$ cat src/rtl/flash_poll_pkg.sv
package flash_poll_pkg;
  typedef enum logic [1:0] {
    ST_IDLE  = 2'd0,
    ST_PROG  = 2'd1,
    ST_ERASE = 2'd2,
    ST_SUSP  = 2'd3
  } opState_t;

  typedef struct packed {
    logic loadOp;      // capture operation target at an accepted start
    logic clrToggles;  // reset every plane's bit-6 toggle
    logic clrSusp;     // reset the bit-2 toggle at suspend entry
    logic readEvt;     // rising edge of the read strobe
  } ctrlStrobe_t;
endpackage

$ cat src/rtl/flash_poll_ctrl.sv
module flash_poll_ctrl
  import flash_poll_pkg::*;
(
  input  logic        clk,
  input  logic        rstN,
  input  logic        opStart,
  input  logic        opErase,
  input  logic        opDone,
  input  logic        suspendReq,
  input  logic        resumeReq,
  input  logic        rdStrobe,
  output opState_t    state,
  output ctrlStrobe_t strobe,
  output logic        rdyBusyOe
);
  opState_t nextState;
  logic     rdPrev;

  always_comb begin
    nextState = state;
    strobe    = '0;
    strobe.readEvt = rdStrobe & ~rdPrev;
    unique case (state)
      ST_IDLE: if (opStart) begin
        nextState         = opErase ? ST_ERASE : ST_PROG;
        strobe.loadOp     = 1'b1;
        strobe.clrToggles = 1'b1;
      end
      ST_PROG: if (opDone) nextState = ST_IDLE;
      ST_ERASE: begin
        if (opDone) nextState = ST_IDLE;
        else if (suspendReq) begin
          nextState      = ST_SUSP;
          strobe.clrSusp = 1'b1;
        end
      end
      ST_SUSP: if (resumeReq) nextState = ST_ERASE;
      default: nextState = ST_IDLE;
    endcase
  end

  always_ff @(posedge clk) begin
    if (!rstN) begin
      state  <= ST_IDLE;
      rdPrev <= 1'b0;
    end else begin
      state  <= nextState;
      rdPrev <= rdStrobe;
    end
  end

  assign rdyBusyOe = (state == ST_PROG) || (state == ST_ERASE);
endmodule

$ cat src/rtl/flash_poll_datapath.sv
module flash_poll_datapath
  import flash_poll_pkg::*;
#(
  parameter int DATA_W     = 16,
  parameter int ADDR_W     = 8,
  parameter int NUM_PLANES = 4,
  parameter int SECTOR_W   = 4,
  localparam int PLANE_W   = $clog2(NUM_PLANES)
) (
  input  logic                clk,
  input  logic                rstN,
  input  opState_t            state,
  input  ctrlStrobe_t         strobe,
  input  logic [PLANE_W-1:0]  opPlane,
  input  logic [SECTOR_W-1:0] opSector,
  input  logic [ADDR_W-1:0]   opAddr,
  input  logic [DATA_W-1:0]   opData,
  input  logic [PLANE_W-1:0]  rdPlane,
  input  logic [SECTOR_W-1:0] rdSector,
  input  logic [ADDR_W-1:0]   rdAddr,
  input  logic [DATA_W-1:0]   arrayData,
  output logic [DATA_W-1:0]   rdData,
  output logic [PLANE_W-1:0]  busyPlane,
  output logic [ADDR_W-1:0]   lastAddr,
  output logic [DATA_W-1:0]   lastData
);
  logic [SECTOR_W-1:0]   busySector;
  logic [NUM_PLANES-1:0] togPlane;
  logic                  togSusp;
  logic                  inBusy, hitPlane, hitSector;
  logic [DATA_W-1:0]     readVal;

  assign inBusy    = (state == ST_PROG) || (state == ST_ERASE);
  assign hitPlane  = (rdPlane == busyPlane);
  assign hitSector = hitPlane && (rdSector == busySector);

  always_ff @(posedge clk) begin
    if (!rstN) begin
      busyPlane  <= '0;
      busySector <= '0;
      lastAddr   <= '0;
      lastData   <= '0;
    end else if (strobe.loadOp) begin
      busyPlane  <= opPlane;
      busySector <= opSector;
      lastAddr   <= opAddr;
      lastData   <= opData;
    end
  end

  for (genvar gp = 0; gp < NUM_PLANES; gp++) begin : g_plane_tog
    always_ff @(posedge clk) begin
      if (!rstN || strobe.clrToggles)
        togPlane[gp] <= 1'b0;
      else if (strobe.readEvt && inBusy && hitPlane && (busyPlane == PLANE_W'(gp)))
        togPlane[gp] <= ~togPlane[gp];
    end
  end

  always_ff @(posedge clk) begin
    if (!rstN || strobe.clrSusp)
      togSusp <= 1'b0;
    else if (strobe.readEvt && (state == ST_SUSP) && hitSector)
      togSusp <= ~togSusp;
  end

  always_comb begin
    readVal = arrayData;
    if (inBusy && hitPlane) begin
      readVal    = '0;
      readVal[6] = togPlane[rdPlane];
      readVal[7] = (state == ST_PROG) && (rdAddr == lastAddr) ? ~lastData[7] : 1'b0;
    end else if ((state == ST_SUSP) && hitSector) begin
      readVal[2] = togSusp;
    end
  end

  always_ff @(posedge clk) begin
    if (!rstN)               rdData <= '0;
    else if (strobe.readEvt) rdData <= readVal;
  end
endmodule

$ cat src/rtl/flash_poll_status.sv
module flash_poll_status
  import flash_poll_pkg::*;
#(
  parameter int DATA_W     = 16,
  parameter int ADDR_W     = 8,
  parameter int NUM_PLANES = 4,
  parameter int SECTOR_W   = 4,
  localparam int PLANE_W   = $clog2(NUM_PLANES)
) (
  input  logic                clk,
  input  logic                rstN,
  input  logic                opStart,
  input  logic                opErase,
  input  logic [PLANE_W-1:0]  opPlane,
  input  logic [SECTOR_W-1:0] opSector,
  input  logic [ADDR_W-1:0]   opAddr,
  input  logic [DATA_W-1:0]   opData,
  input  logic                opDone,
  input  logic                suspendReq,
  input  logic                resumeReq,
  input  logic                rdStrobe,
  input  logic [PLANE_W-1:0]  rdPlane,
  input  logic [SECTOR_W-1:0] rdSector,
  input  logic [ADDR_W-1:0]   rdAddr,
  input  logic [DATA_W-1:0]   arrayData,
  output logic [DATA_W-1:0]   rdData,
  output logic                rdyBusyOe
);
  opState_t           state;
  ctrlStrobe_t        strobe;
  logic [PLANE_W-1:0] busyPlane;
  logic [ADDR_W-1:0]  lastAddr;
  logic [DATA_W-1:0]  lastData;

  flash_poll_ctrl ctrl_i (
    .clk(clk), .rstN(rstN), .opStart(opStart), .opErase(opErase),
    .opDone(opDone), .suspendReq(suspendReq), .resumeReq(resumeReq),
    .rdStrobe(rdStrobe), .state(state), .strobe(strobe), .rdyBusyOe(rdyBusyOe)
  );

  flash_poll_datapath #(
    .DATA_W(DATA_W), .ADDR_W(ADDR_W), .NUM_PLANES(NUM_PLANES), .SECTOR_W(SECTOR_W)
  ) dp_i (
    .clk(clk), .rstN(rstN), .state(state), .strobe(strobe),
    .opPlane(opPlane), .opSector(opSector), .opAddr(opAddr), .opData(opData),
    .rdPlane(rdPlane), .rdSector(rdSector), .rdAddr(rdAddr), .arrayData(arrayData),
    .rdData(rdData), .busyPlane(busyPlane), .lastAddr(lastAddr), .lastData(lastData)
  );
endmodule

$ cat config.mk
export PLATFORM = sky130hd
export DESIGN_NAME = flash_poll_status
export DESIGN_NICKNAME = d
export VERILOG_FILES = /design/src/rtl/flash_poll_pkg.sv /design/src/rtl/flash_poll_ctrl.sv /design/src/rtl/flash_poll_datapath.sv /design/src/rtl/flash_poll_status.sv
export SDC_FILE = /design/constraint.sdc
export NUM_CORES = 1
export LEC_CHECK = 0
export ABC_AREA = 1
export BUFFER_PORTS_ARGS = -buffer_cell sky130_fd_sc_hd__buf_2
export CAP_MARGIN = 10
export CORE_MARGIN = 10
export CORE_UTILIZATION = 45
export CTS_CLUSTER_DIAMETER = 150
export DETAILED_ROUTE_END_ITERATION = 6
export MAX_ROUTING_LAYER = met4
export PLACE_DENSITY = 0.82
export SLEW_MARGIN = 20
export SYNTH_ARGS = -nofsm -noshare
export SYNTH_HDL_FRONTEND = slang
export SYNTH_SLANG_ARGS = --single-unit
$ cat constraint.sdc
create_clock -name clk -period 1.9 [get_ports clk]
set_input_delay 0.19 -clock clk [delete_from_list [all_inputs] [get_ports clk]]
set_output_delay 0.19 -clock clk [all_outputs]
set_load 0.005 [all_outputs]
# Word-level counts from Yosys, hierarchy flattened
# Index checks and enable logic that the tools add are counted.
[classes]
n_reduce_logical = 19
bitwise_logic = 8
n_lt_le_gt_ge = 1
n_mux = 19
eq_ne = 13
[op_table]
columns = ["operator", "n"]
rows = [
  ["$mux W2", 9],
  ["$mux W13", 1],
  ["$logic_and A1 B1 Y1", 12],
  ["$eq A2 B2 Y1 const B", 4],
  ["$eq A8 B8 Y1", 1],
  ["$pmux W2 S4", 1],
  ["$mux W1", 7],
  ["$not A1 Y1", 7],
  ["$ne A2 B2 Y1 const B", 3],
  ["$eq A2 B1 Y1 const B", 2],
  ["$eq A4 B4 Y1", 1],
  ["$logic_not A2 Y1", 2],
  ["$reduce_and A4 Y1", 1],
  ["$logic_or A1 B1 Y1", 3],
  ["$lt A2 B3 Y1 const B", 1],
  ["$ne A3 B3 Y1 const B", 1],
  ["$bmux W1 S2", 1],
  ["$eq A2 B2 Y1", 1],
  ["$and A1 B1 Y1", 1],
  ["$logic_not A1 Y1", 1],
]
[word_totals]
regBits = 46
out_inout_bits = 17
elab_cells = 72
inputBits = 68

# Depth between registers and ports, before layout
# Gate-level depths: netlist of the first run.
[depth]
ltp_word = 5
ltp_mapped = 10
depth_no_buf = 10

# Hierarchy
# Synthesis of the first run repeated with hierarchy kept, for this count alone.
[hier_totals]
hier_cells = 342
area_unflattened_um2 = 2483.6
[by_module_without_submodules]
columns = ["mod", "n_inst", "seq_area_each_um2", "area_per_inst_um2", "cells_per_inst"]
rows = [
  ["flash_poll_datapath", 1, 1021.0, 2198.4, 297],
  ["flash_poll_ctrl", 1, 60.1, 285.3, 45],
]

# Least setup slack after synthesis of the first run
# OpenSTA, ideal clock, no wires.
[synth_path]
path_kind = "register to register"
startpoint = "register ctrl_i.state[0]"
endpoint = "register dp_i.togPlane[0]"
path_stages_with_launch = 8
path_buffers = 0
required_time_ps = 1784
slack_ps = 528
arrival_time_ps = 1257
synth_period_minus_slack_ps = 1372
setup_ps = 116
path_cell_list = "dfxtp_1 > inv_1 > ha_1 > nand3_2 > nor2_4 > nand3_1 > o21ai_0 > nor2_1"
[synth_via]
elab_chain_cells = 5
word_cells_on_any_way = 9
classes_between = "2 x eq/ne; 1 x mux; 6 x reduce/logical"
[synth_lines]
columns = ["element", "line_no", "text"]
rows = [
  ["from (decl)", "flash_poll_ctrl.sv:12", "output opState_t state,"],
  ["from (signal assigned)", "flash_poll_ctrl.sv:47", "state <= nextState;"],
  ["$eq A2 B1 Y1 or $eq A2 B2 Y1 (tied branches)", "-", ""],
  ["$logic_or A1 B1 Y1 (*)", "-", ""],
  ["net rdyBusyOe", "flash_poll_status.sv:27", "output logic rdyBusyOe"],
  ["$logic_and A1 B1 Y1 (*) (3 in series)", "flash_poll_datapath.sv:55", "else if (strobe.readEvt && inBusy && hitPlane && (busyPlane == PLANE_W'(gp)))"],
  ["to (signal, indexed assignment)", "flash_poll_datapath.sv:56", "togPlane[gp] <= ~togPlane[gp];"],
  ["to (decl)", "flash_poll_datapath.sv:28", "logic [NUM_PLANES-1:0] togPlane;"],
]
# Mark *: on every way through the listed nets, which the timed path passes. The rest lies on a longest branch.
# A chain may end at the register's enable or synchronous reset.

# Final worst setup path of the first run
[layout_path]
startpoint = "register ctrl_i.state[0]"
endpoint = "register dp_i.togPlane[2]"
[layout_via]
elab_chain_cells = 5
word_cells_on_any_way = 9
classes_between = "2 x eq/ne; 1 x mux; 6 x reduce/logical"
[layout_lines]
columns = ["element", "line_no", "text"]
rows = [
  ["$eq A2 B1 Y1 or $eq A2 B2 Y1 (tied branches)", "flash_poll_datapath.sv:33", "assign inBusy = (state == ST_PROG) || (state == ST_ERASE);"],
  ["$logic_or A1 B1 Y1", "flash_poll_datapath.sv:33", ""],
  ["$logic_and A1 B1 Y1 (3 in series)", "flash_poll_datapath.sv:55", ""],
]
# Parallel ways exist; a longest one is shown, timed or not.

==> parameters.txt, run 1 <==
Parameter                              Value

Placement
  Total placed instance area ... roughly 2300 um^2
  Dpl hpwl ... about 3700 um
  Placed Cells incl. Taps ... between 300 and 400
  Gp weighted congestion ... around 0.86
  Quantity of I/O buffers inserted on ports ... between 60 and 70

Synthesis
  Yosys warning total ... 0
  Synthesized Nets ... 342
  Synth unique cells ... 24
  Number of instances in the synthesized netlist ... 269
  Total standard cell area after synthesis ... around 1900 um^2
  Post-synthesis sequential element count ... 39
  Portion of the post-synthesis area used by sequential elements ... 0.408
  Avg Inst Size Synth ... approximately 7.1 um^2

Layout
  Area added between synthesis and finish ... 25.5%
  Post-Layout Inst Area ... roughly 2400 um^2
  Highest-count cells in the layout ignoring fill and taps ... buf_2, nand2_1, inv_1, dfxtp_1
  Filler-free cell count of the finished design ... 392
  Count of antenna diodes in the layout ... 0
  Share of layout cells above drive strength 1 ... 0.307
  Number of nets in the finished design ... 414
  Most frequent standard cell in the layout excluding fill and tap cells ... buf_2

Critical path
  Path depth of the worst reg2reg path ... 7
  Peak fanout along the critical path ... 6
  Type of element capturing the critical path ... flip-flop
  Class of the most critical setup path ... flip-flop to flip-flop
  Startpoint kind of the worst setup timing path ... flip-flop
  Required time of the critical path ... 2.08 ns
  Worst path arrival time ... roughly 1.7 ns

Die
  Starting density of the core ... 0.471
  Standard-cell rows ... 23
  I/O pin count ... between 80 and 90
  Chip height ... around 85 um
  Die W ... between 80 and 90 um
  Area of the core ... 4060 um^2
  Die area ... 7260 um^2

STA
  Final count of hold timing violations ... 0
  Worst rel slew slack ... 0.714
  Period utilization ... 0.820
  Worst Max-Slew Pin Slew ... 0.424 ns
  Number of setup violations in the final report ... 0
  Total count of max-transition violations in the final report ... 0
  Total Neg Setup Slack ... 0 ns
  Setup repair after global routing missed its margin ... no
  Hold WS ... roughly 0.095 ns
  Maximum clock rate ... around 640 MHz
  Time the final worst path needs with I/O delays and setup ... about 1.6 ns
  Final worst clock skew ... 0.00550 ns

Global routing
  Vias in the first global route ... around 1900
  Maximum number of pins on one net before global-route repair ... 25
  Number of antenna violations at the first check in global routing ... 0
  Met3 Resource Use GR ... 0.0468
  Global-route track usage on met1 ... 0.136
  Met2 Use GR ... 0.241
  Overall overflow remaining after global route ... 0
  Tot GR Track Use ... 0.137
  Layer with the highest usage after global routing ... met2
  Global-route wire length before repair ... 8050 um

Clocking
  TritonCTS clock tree ... yes
  Post-CTS Setup Bufs ... 0
  Latest clock arrival within the worst-skew pair ... between 0.2 and 0.3 ns
  Number of clock sinks seen by CTS ... 39
  H-Tree Level Count ... 2
  Count of instances resized after the clock tree is built ... 0
  Clock buffer count from CTS ... 5
  Clk slew on worst S/H paths ... 0.07 ns
  Master cell of the clock root buffer ... clkbuf_8
  Hold buffer count at cts ... 0
  Clock Path Buffers ... 2

Pwr
  Cell-internal power ... between 1500 and 2000 uW
  Pwr Total ... approximately 2400 uW
  Clock Power Share ... 0.248
  Part of the total power dissipated in combinational logic ... 0.325
  Switching fraction of total power ... 0.345
  Switching power total ... approximately 840 uW
  Sequential Power Share ... 0.427
  Worst IR drop on VDD ... slightly below 700 uV
  Total power per unit cell area ... roughly 1000 nW/um^2
  Leakage power summed over all cells ... about 0.0012 uW

Route
  Antenna violation net count after detailed routing ... 0
  Aggregate routed wire length ... 4780 um
  Post-detailed-route wirelength per cell ... roughly 12 um
  Vias ... 1842
  Number of remaining DRC errors ... 0
  Post-DR vias/cell ... approximately 4.7
  DRT iter0 DRCs ... around 70
  DRT Pass-1 Iters ... 4

Job
  Max Cap Viol ... 0

Hold path
  Min-Delay Path Depth ... 3
  Hold crit path type ... primary input to flip-flop

Run status
  Run status ... finished clean
-- routing by layer --
layer  part of all wire  vias up
li1                   -      986
met1               0.41      809
met2               0.50       41
met3              0.075        6
met4              0.012        0
met5                  0        -
-- Yosys cell counts --
cell	number	area [um^2]
a21oi_1	19	95.1
a21oi_2	10	87.6
a31oi_1	1	6.26
buf_1	2	7.51
buf_12	1	20.0
clkbuf_1	4	15.0
dfxtp_1	39	781
ha_1	5	62.6
inv_1	39	146
inv_2	2	7.51
inv_4	1	6.26
nand2_1	53	199
nand2_2	9	56.3
nand2_4	2	22.5
nand3_1	11	55.1
nand3_2	1	10.0
nor2_1	31	116
nor2_4	1	11.3
nor3_1	1	5.00
o21ai_0	31	155
o21bai_1	2	15.0
o22ai_1	1	6.26
xnor2_1	2	17.5
xor2_1	1	8.76
-- final cells by class --
class                           count  area (um^2)
Timing Repair Buffer               72          368
Inverter                           42          160
Multi-Input combinational cell    181          930
Sequential cell                    39          781
Tap cell                           50         62.6
Clock buffer                        8          100
Fill cell                         415         1660
-- sequential cells by signal (all words and copies together), names as in the netlist --
name and count:
dp_i.lastAddr 8, dp_i.busyPlane 2, dp_i.togPlane 4, ctrl_i.rdPrev 1
dp_i.busySector 4, dp_i.togSusp 1, ctrl_i.state 2, dp_i.rdData 16
dp_i.lastData 1
-- metrics by stage --
stage / util / setup WS, ns
6_report: 0.592 / 0.341
5_1_grt: 0.592 / 0.145
4_1_cts: 0.592 / 0.325
3_5_place_dp: 0.567 / 0.343
3_3_place_gp: 0.567 / 0.411
2_1_floorplan: - / 0.528
-- worst max-delay path: stages (launching register included) --
cell and delay [ns]:
dfxtp_1 0.37, inv_1 0.11, ha_1 0.33, nand3_2 0.12
nor2_4 0.18, nand3_1 0.11, o21ai_0 0.17, nor2_1 0.06
-- power by group through the flow --
| stage | combinational, uW | sequential, uW | clock, uW |
|---|---|---|---|
| after floorplan | 571 | 1050 | 0 |
| after global placement | 775 | 1050 | 0 |
| after detailed placement | 795 | 1060 | 0 |
| after CTS | 807 | 1040 | 621 |
| after global routing | 931 | 1060 | 651 |
| final | 795 | 1040 | 605 |
-- final timing paths --
kind	startpoint	endpoint	slack [ns]
max	ctrl_i.state[0]$_SDFFE_PN0P_	dp_i.togPlane[2]$_SDFFE_PP0P_	0.34
min	rdStrobe	ctrl_i.rdPrev$_SDFF_PN0_	0.1
min reg2reg	dp_i.rdData[2]$_SDFFE_PN0N_	dp_i.rdData[2]$_SDFFE_PN0N_	0.46
max reg2reg	ctrl_i.state[0]$_SDFFE_PN0P_	dp_i.togPlane[2]$_SDFFE_PP0P_	0.34
-- logic make-up (layout without fill, tap and decap cells) --
family	Yosys count	after routing	synth area share
adder cells (fa/ha/maj)	5	5	0.0327
buffers and inverters	49	122	0.106
XOR/XNOR	3	3	0.0137
flip-flops	39	39	0.408
AND/OR/NAND/NOR	109	109	0.249
AO/OA/AOI/OAI	64	64	0.191
(Power assumes the default switching activity.)
==> inputs of run 2 (changes only) <==
==> constraint.sdc (replaced) <==
create_clock -name clk -period 1.49 [get_ports clk]
set_input_delay 0.149 -clock clk [delete_from_list [all_inputs] [get_ports clk]]
set_output_delay 0.149 -clock clk [all_outputs]
set_load 0.005 [all_outputs]
==> run 2 against run 1 <==
Against the previous run:
- final area rose by 6.3%
- die area unchanged
- critical endpoint is now dp_i.rdData[6]$_SDFFE_PN0N_
- clock skew about the same
- clock-buffer cell count is 2 lower
- highest routed layer unchanged
- critical path type unchanged
==> parameters.txt, run 2 (synthesis results as in run 1) <==
Parameter                              Value

Pwr
  Sequential Power Share ... 0.392
  Switching power total ... 1150 uW
  Part of the total power dissipated in combinational logic ... 0.364
  Clock Power Share ... 0.245
  Switching fraction of total power ... 0.337
  Total power per unit cell area ... about 1300 nW/um^2
  Cell-internal power ... about 2300 uW
  Leakage power summed over all cells ... around 0.0012 uW
  Worst IR drop on VDD ... approximately 880 uV

Layout
  Fillcell total ... about 380
  Share of layout cells above drive strength 1 ... 0.360
  Most frequent standard cell in the layout excluding fill and tap cells ... buf_2
  Flip-flop count of the largest register after layout ... 16
  Count of antenna diodes in the layout ... 0
  Area added between synthesis and finish ... 33.4%
  Register name with the most flops ... dp_i.rdData
  Highest-count cells in the layout ignoring fill and taps ... buf_2, nand2_1, inv_1
  Filler-free cell count of the finished design ... 400
  Core occupancy in the finished layout ... 0.629
  Number of nets in the finished design ... between 400 and 500
  Largest registers ranked by flip-flop count ... dp_i.rdData x16, dp_i.lastAddr x8

STA
  Total count of max-transition violations in the final report ... 0
  Number of setup violations in the final report ... 0
  Final count of hold timing violations ... 0
  Final worst clock skew ... 0.00589 ns
  Worst Max-Slew Pin Slew ... 0.334 ns
  Time the final worst path needs with I/O delays and setup ... approximately 1.4 ns
  Maximum clock rate ... a little under 700 MHz
  Total Neg Setup Slack ... 0 ns
  Period utilization ... 0.972
  Setup repair after global routing missed its margin ... yes
  Worst rel slew slack ... 0.777

Global routing
  Maximum number of pins on one net before global-route repair ... 25
  Vias in the first global route ... approximately 1900
  Tot GR Track Use ... 0.142
  Number of antenna violations at the first check in global routing ... 0
  Global-route wire length before repair ... 8360 um
  Overall overflow remaining after global route ... 0

Route
  DRT iter0 DRCs ... 100
  DRT Pass-1 Iters ... 4
  Post-detailed-route wirelength per cell ... around 13 um
  Number of remaining DRC errors ... 0
  Aggregate routed wire length ... 5010 um
  Post-DR vias/cell ... ~4.6
  Antenna violation net count after detailed routing ... 0
  Vias ... between 1500 and 2000

Placement
  Placed Cells incl. Taps ... 390
  Dpl hpwl ... a little under 4000 um
  Gp weighted congestion ... about 0.86
  Quantity of I/O buffers inserted on ports ... a little under 70

Critical path
  Required time of the critical path ... between 1.5 and 2 ns
  Class of the most critical setup path ... flip-flop to flip-flop
  Worst path arrival time ... around 1.7 ns
  Peak fanout along the critical path ... 6
  Startpoint kind of the worst setup timing path ... flip-flop
  Type of element capturing the critical path ... flip-flop

Clocking
  H-Tree Level Count ... 2
  Clk slew on worst S/H paths ... 0.07 ns
  Hold buffer count at cts ... 0
  Clock buffer count from CTS ... 5
  Number of clock sinks seen by CTS ... 39
  Latest clock arrival within the worst-skew pair ... 0.28 ns
  Clock Path Buffers ... 2
  TritonCTS clock tree ... yes
  Master cell of the clock root buffer ... clkbuf_8

Job
  Max Cap Viol ... 0

Die
  Chip height ... approximately 85 um
  Die area ... around 7300 um^2
  I/O pin count ... 85
  Standard-cell rows ... 23
  Starting density of the core ... 0.471
  Die W ... about 85 um
  Area of the core ... around 4000 um^2

Run status
  Run status ... finished clean

Hold path
  Hold crit path type ... primary input to flip-flop
## run 2: path summary, 6_finish.rpt
check	startpoint	to	slack [ns]	cells after the start
max	ctrl_i.state[0]$_SDFFE_PN0P_	dp_i.rdData[6]$_SDFFE_PN0N_	0.04	9
min	rdStrobe	ctrl_i.rdPrev$_SDFF_PN0_	0.06	3
max reg2reg	ctrl_i.state[0]$_SDFFE_PN0P_	dp_i.rdData[6]$_SDFFE_PN0N_	0.04	9
min reg2reg	dp_i.rdData[2]$_SDFFE_PN0N_	dp_i.rdData[2]$_SDFFE_PN0N_	0.47	2
## run 2: area by class of cell
type                    instances  area, um^2  area share
multi-input cells             181         992       0.389
inverters                      42         160      0.0627
clock inverters                 1        30.0      0.0118
repair buffers                 81         452       0.177
well taps                      50        62.6      0.0245
flip-flops and latches         39         783       0.307
clock buffers                   6        72.6      0.0284
## run 2: power groups by stage
| stage | Sequential (uW) | Combinational (uW) | Clock, uW |
|---|---|---|---|
| finish | 1340 | 1240 | 836 |
| global route | 1360 | 1420 | 908 |
| CTS | 1330 | 1110 | 854 |
| detailed placement | 1350 | 1090 | 0 |
| global placement | 1340 | 1070 | 0 |
| floorplan | 1340 | 728 | 0 |
## run 2: per-stage QoR
step	total power (uW)	hold slack (ns)	instance area [um^2]	worst slack [ns]
floorplan	2060	0.242	1910	0.118
global placement	2400	0.342	2360	0.0746
detailed placement	2440	0.357	2360	0.00696
CTS	3290	0.0576	2470	0.0133
global route	3680	0.0527	2550	-0.0286
finish	3410	0.0634	2550	0.0422
## run 2: routing by layer
layer  vias to the layer above  part of all wire  global-route usage
met5                         -                 0                   -
met4                         0             0.012              0.0419
met3                         7             0.061              0.0516
met2                        43              0.51               0.248
met1                       801              0.42               0.146
li1                       1008                 -                   -
## run 2: timing repair
action | 4_1_cts | 5_1_grt
setup buffers | 1 | 2
setup endpoints to repair | 2 | 18
resized for setup | 1 | 20
pin swaps | 0 | 5
## run 2: critical path, cell delays in order, from the launching register on
cell and delay, ns:
dfxtp_2 0.34, inv_1 0.07, ha_4 0.28, nand3_4 0.08, nor2_4 0.24, buf_4 0.15
nand2_1 0.05, nand3_1 0.09, nand2_1 0.06, inv_1 0.05
==> inputs of run 3 (changes only) <==
--- a/config.mk
+++ b/config.mk
@@ -6,14 +6,14 @@
 export NUM_CORES = 1
 export LEC_CHECK = 0
 export ABC_AREA = 1
-export BUFFER_PORTS_ARGS = -buffer_cell sky130_fd_sc_hd__buf_2
 export CAP_MARGIN = 10
 export CORE_MARGIN = 10
 export CORE_UTILIZATION = 45
 export CTS_CLUSTER_DIAMETER = 150
 export DETAILED_ROUTE_END_ITERATION = 6
+export DONT_BUFFER_PORTS = 1
 export MAX_ROUTING_LAYER = met4
-export PLACE_DENSITY = 0.82
+export PLACE_DENSITY = 0.65
 export SLEW_MARGIN = 20
 export SYNTH_ARGS = -nofsm -noshare
 export SYNTH_HDL_FRONTEND = slang
==> run 3 against run 2 <==
Against the previous run:
- fmax grew 4.0%
- sequential share of layout area up 2.5 points
- non-clock buffer count fell by 52
- global-route usage increased by 0.30 points
- critical endpoint unchanged
==> parameters.txt, run 3 (synthesis results as in run 1) <==
Parameter                              Value

Global routing
  Global-route wire length before repair ... 8300 um
  Maximum number of pins on one net before global-route repair ... 19
  Vias in the first global route ... approximately 1700
  Overall overflow remaining after global route ... 0
  Number of antenna violations at the first check in global routing ... 0
  Tot GR Track Use ... 0.145

Route
  Detailed-route wire length on metal 1 ... between 2000 and 2500 um
  Antenna violation net count after detailed routing ... 0
  Met3 layer wire length in the routed design ... roughly 400 um
  Post-detailed-route wirelength per cell ... 14.4 um
  Highest signal layer in the routed design ... met4
  Aggregate routed wire length ... approximately 5000 um
  Post-DR vias/cell ... between 4 and 5
  Met2 Routed Length ... ~2400 um
  Number of remaining DRC errors ... 0
  DRT iter0 DRCs ... 76
  Vias ... roughly 1700
  DRT Pass-1 Iters ... 4

Die
  Die area ... 7260 um^2
  Standard-cell rows ... 23
  Starting density of the core ... 0.471
  Die W ... approximately 85 um
  Area of the core ... just over 4000 um^2
  Chip height ... approximately 85 um
  I/O pin count ... 85

Clocking
  Number of clock sinks seen by CTS ... 39
  TritonCTS clock tree ... yes
  Latest clock arrival within the worst-skew pair ... roughly 0.3 ns
  H-Tree Level Count ... 2
  Clock buffer count from CTS ... 5
  Clk slew on worst S/H paths ... roughly 0.08 ns
  Clock Path Buffers ... 2
  Master cell of the clock root buffer ... clkbuf_8

Run status
  Run status ... finished clean

Pwr
  Leakage power summed over all cells ... 0.00101 uW
  Part of the total power dissipated in combinational logic ... 0.370
  Clock Power Share ... 0.216
  Total power per unit cell area ... roughly 1400 nW/um^2
  Worst IR drop on VDD ... 834 uV
  Switching power total ... between 1000 and 1500 uW
  Cell-internal power ... around 2100 uW
  Switching fraction of total power ... 0.356
  Sequential Power Share ... 0.414

Placement
  Gp weighted congestion ... between 0.8 and 0.9
  Dpl hpwl ... roughly 3600 um
  Quantity of I/O buffers inserted on ports ... 0
  Total placed instance area ... 2040 um^2

Critical path
  Worst reg-to-reg setup slack ... ~0.098 ns
  Path depth of the worst reg2reg path ... 9
  Worst stage delay on the critical path ... ~0.34 ns
  Cell Chain, Critical Path ... inv_1 -> ha_4 -> nand3_4 -> nor2_4 -> buf_4 -> nand2_1 -> nand3_1 -> nand2_1 -> inv_1
  End of the worst register-to-register path ... dp_i.rdData[6]$_SDFFE_PN0N_
  Peak fanout along the critical path ... 6
  Cell type of the slowest stage on the worst timing path ... dfxtp_2
  Startpoint kind of the worst setup timing path ... flip-flop
  Required time of the critical path ... roughly 1.7 ns
  Class of the most critical setup path ... flip-flop to flip-flop
  Worst path arrival time ... 1.63 ns
  Startpoint of the lowest-slack register-to-register path ... ctrl_i.state[0]$_SDFFE_PN0P_
  Type of element capturing the critical path ... flip-flop

Layout
  Register name with the most flops ... dp_i.rdData
  Area added between synthesis and finish ... 23.5%
  Count of antenna diodes in the layout ... 0
  Largest registers ranked by flip-flop count ... dp_i.rdData x16, dp_i.lastAddr x8
  Most frequent standard cell in the layout excluding fill and tap cells ... nand2_1
  Number of nets in the finished design ... approximately 370
  Post-Layout Inst Area ... ~2400 um^2
  Share of layout cells above drive strength 1 ... 0.201
  Highest-count cells in the layout ignoring fill and taps ... nand2_1, inv_1, dfxtp_1
  Flip-flop count of the largest register after layout ... 16

Hold path
  Hold Path Origin ... opAddr[6]
  Hold crit path type ... primary input to flip-flop
  Min-Delay Path Depth ... 2
  Hold worst-path end ... dp_i.lastAddr[6]$_SDFFE_PN0P_

STA
  Number of setup violations in the final report ... 0
  Worst rel slew slack ... 0.594
  Final worst clock skew ... 0.00664 ns
  Worst Max-Slew Pin Slew ... 0.608 ns
  Period utilization ... 0.934
  Total count of max-transition violations in the final report ... 0
  Final count of hold timing violations ... 0
  Maximum clock rate ... 719 MHz
  Hold WS ... approximately 0.016 ns
  Time the final worst path needs with I/O delays and setup ... 1.39 ns

Job
  Max Cap Viol ... 0
run 3: changes by cell type in the layout (fill, tap and decap cells not counted), moves of 2 or more:
| cell | previous run | this run |
|---|---|---|
| dlygate4sd3_1 | 0 | 16 |
| buf_2 | 69 | 0 |
| o21ai_1 | 4 | 2 |
| nand3_2 | 4 | 0 |
| nand3_1 | 7 | 11 |
run 3: worst max-delay path by stage:
stage                                          to                    startpoint  cells after the start
finish                dp_i.rdData[6]$_SDFFE_PN0N_  ctrl_i.state[0]$_SDFFE_PN0P_                      9
global route          dp_i.rdData[6]$_SDFFE_PN0N_  ctrl_i.state[0]$_SDFFE_PN0P_                      9
CTS                 dp_i.togPlane[3]$_SDFFE_PP0P_  ctrl_i.state[0]$_SDFFE_PN0P_                      7
detailed placement  dp_i.togPlane[1]$_SDFFE_PP0P_  ctrl_i.state[0]$_SDFFE_PN0P_                      7
global placement    dp_i.togPlane[0]$_SDFFE_PP0P_  ctrl_i.state[0]$_SDFFE_PN0P_                      7
floorplan           dp_i.togPlane[0]$_SDFFE_PP0P_  ctrl_i.state[0]$_SDFFE_PN0P_                      7
run 3: per-stage QoR:
stage          std cells  setup TNS, ns   util  setup WS, ns  total power [uW]
2_1_floorplan        269              0      -         0.118              2060
3_3_place_gp         323              0  0.503        0.0619              2360
3_5_place_dp         323              0  0.503        0.0128              2390
4_1_cts              347              0  0.563       0.00173              3150
5_1_grt              349       -0.00634  0.582      -0.00634              3530
6_report             349              0  0.582        0.0984              3250
run 3: what timing repair did:
item,in CTS,in global routing
gates resized for setup,1,20
hold buffers,16,0
pin swaps,0,2
endpoints found under the setup margin,1,24
cloned,0,0
setup buffers,0,2
hold endpoints to repair,32,0
run 3: layout make-up:
cell class              instances  area [um^2]
inverters                      42          160
multi-input cells             181          990
well taps                      50         62.6
clock inverters                 2         12.5
repair buffers                 29          283
clock buffers                   6         72.6
flip-flops and latches         39          783
fillers                       391         1690
run 3: power by group through the flow:
stage          Combinational, uW  Sequential [uW]  Clock (uW)
2_1_floorplan                728             1340           0
3_3_place_gp                1010             1360           0
3_5_place_dp                1030             1360           0
4_1_cts                     1070             1340         733
5_1_grt                     1380             1370         779
6_report                    1200             1350         702
run 3: worst max-delay path, delay by kind of cell, from the launching register on:
family	cells	cell delay [ns]
buffers and inverters	3	0.27
AND/OR/NAND/NOR	5	0.43
adder cells (fa/ha/maj)	1	0.29
flip-flops	1	0.34
run 3: metal layers:
metal  GRT usage  vias to the layer above
met5           -                        -
met4      0.0509                        0
met3      0.0612                        9
met2       0.228                       44
met1       0.161                      767
li1            -                      902
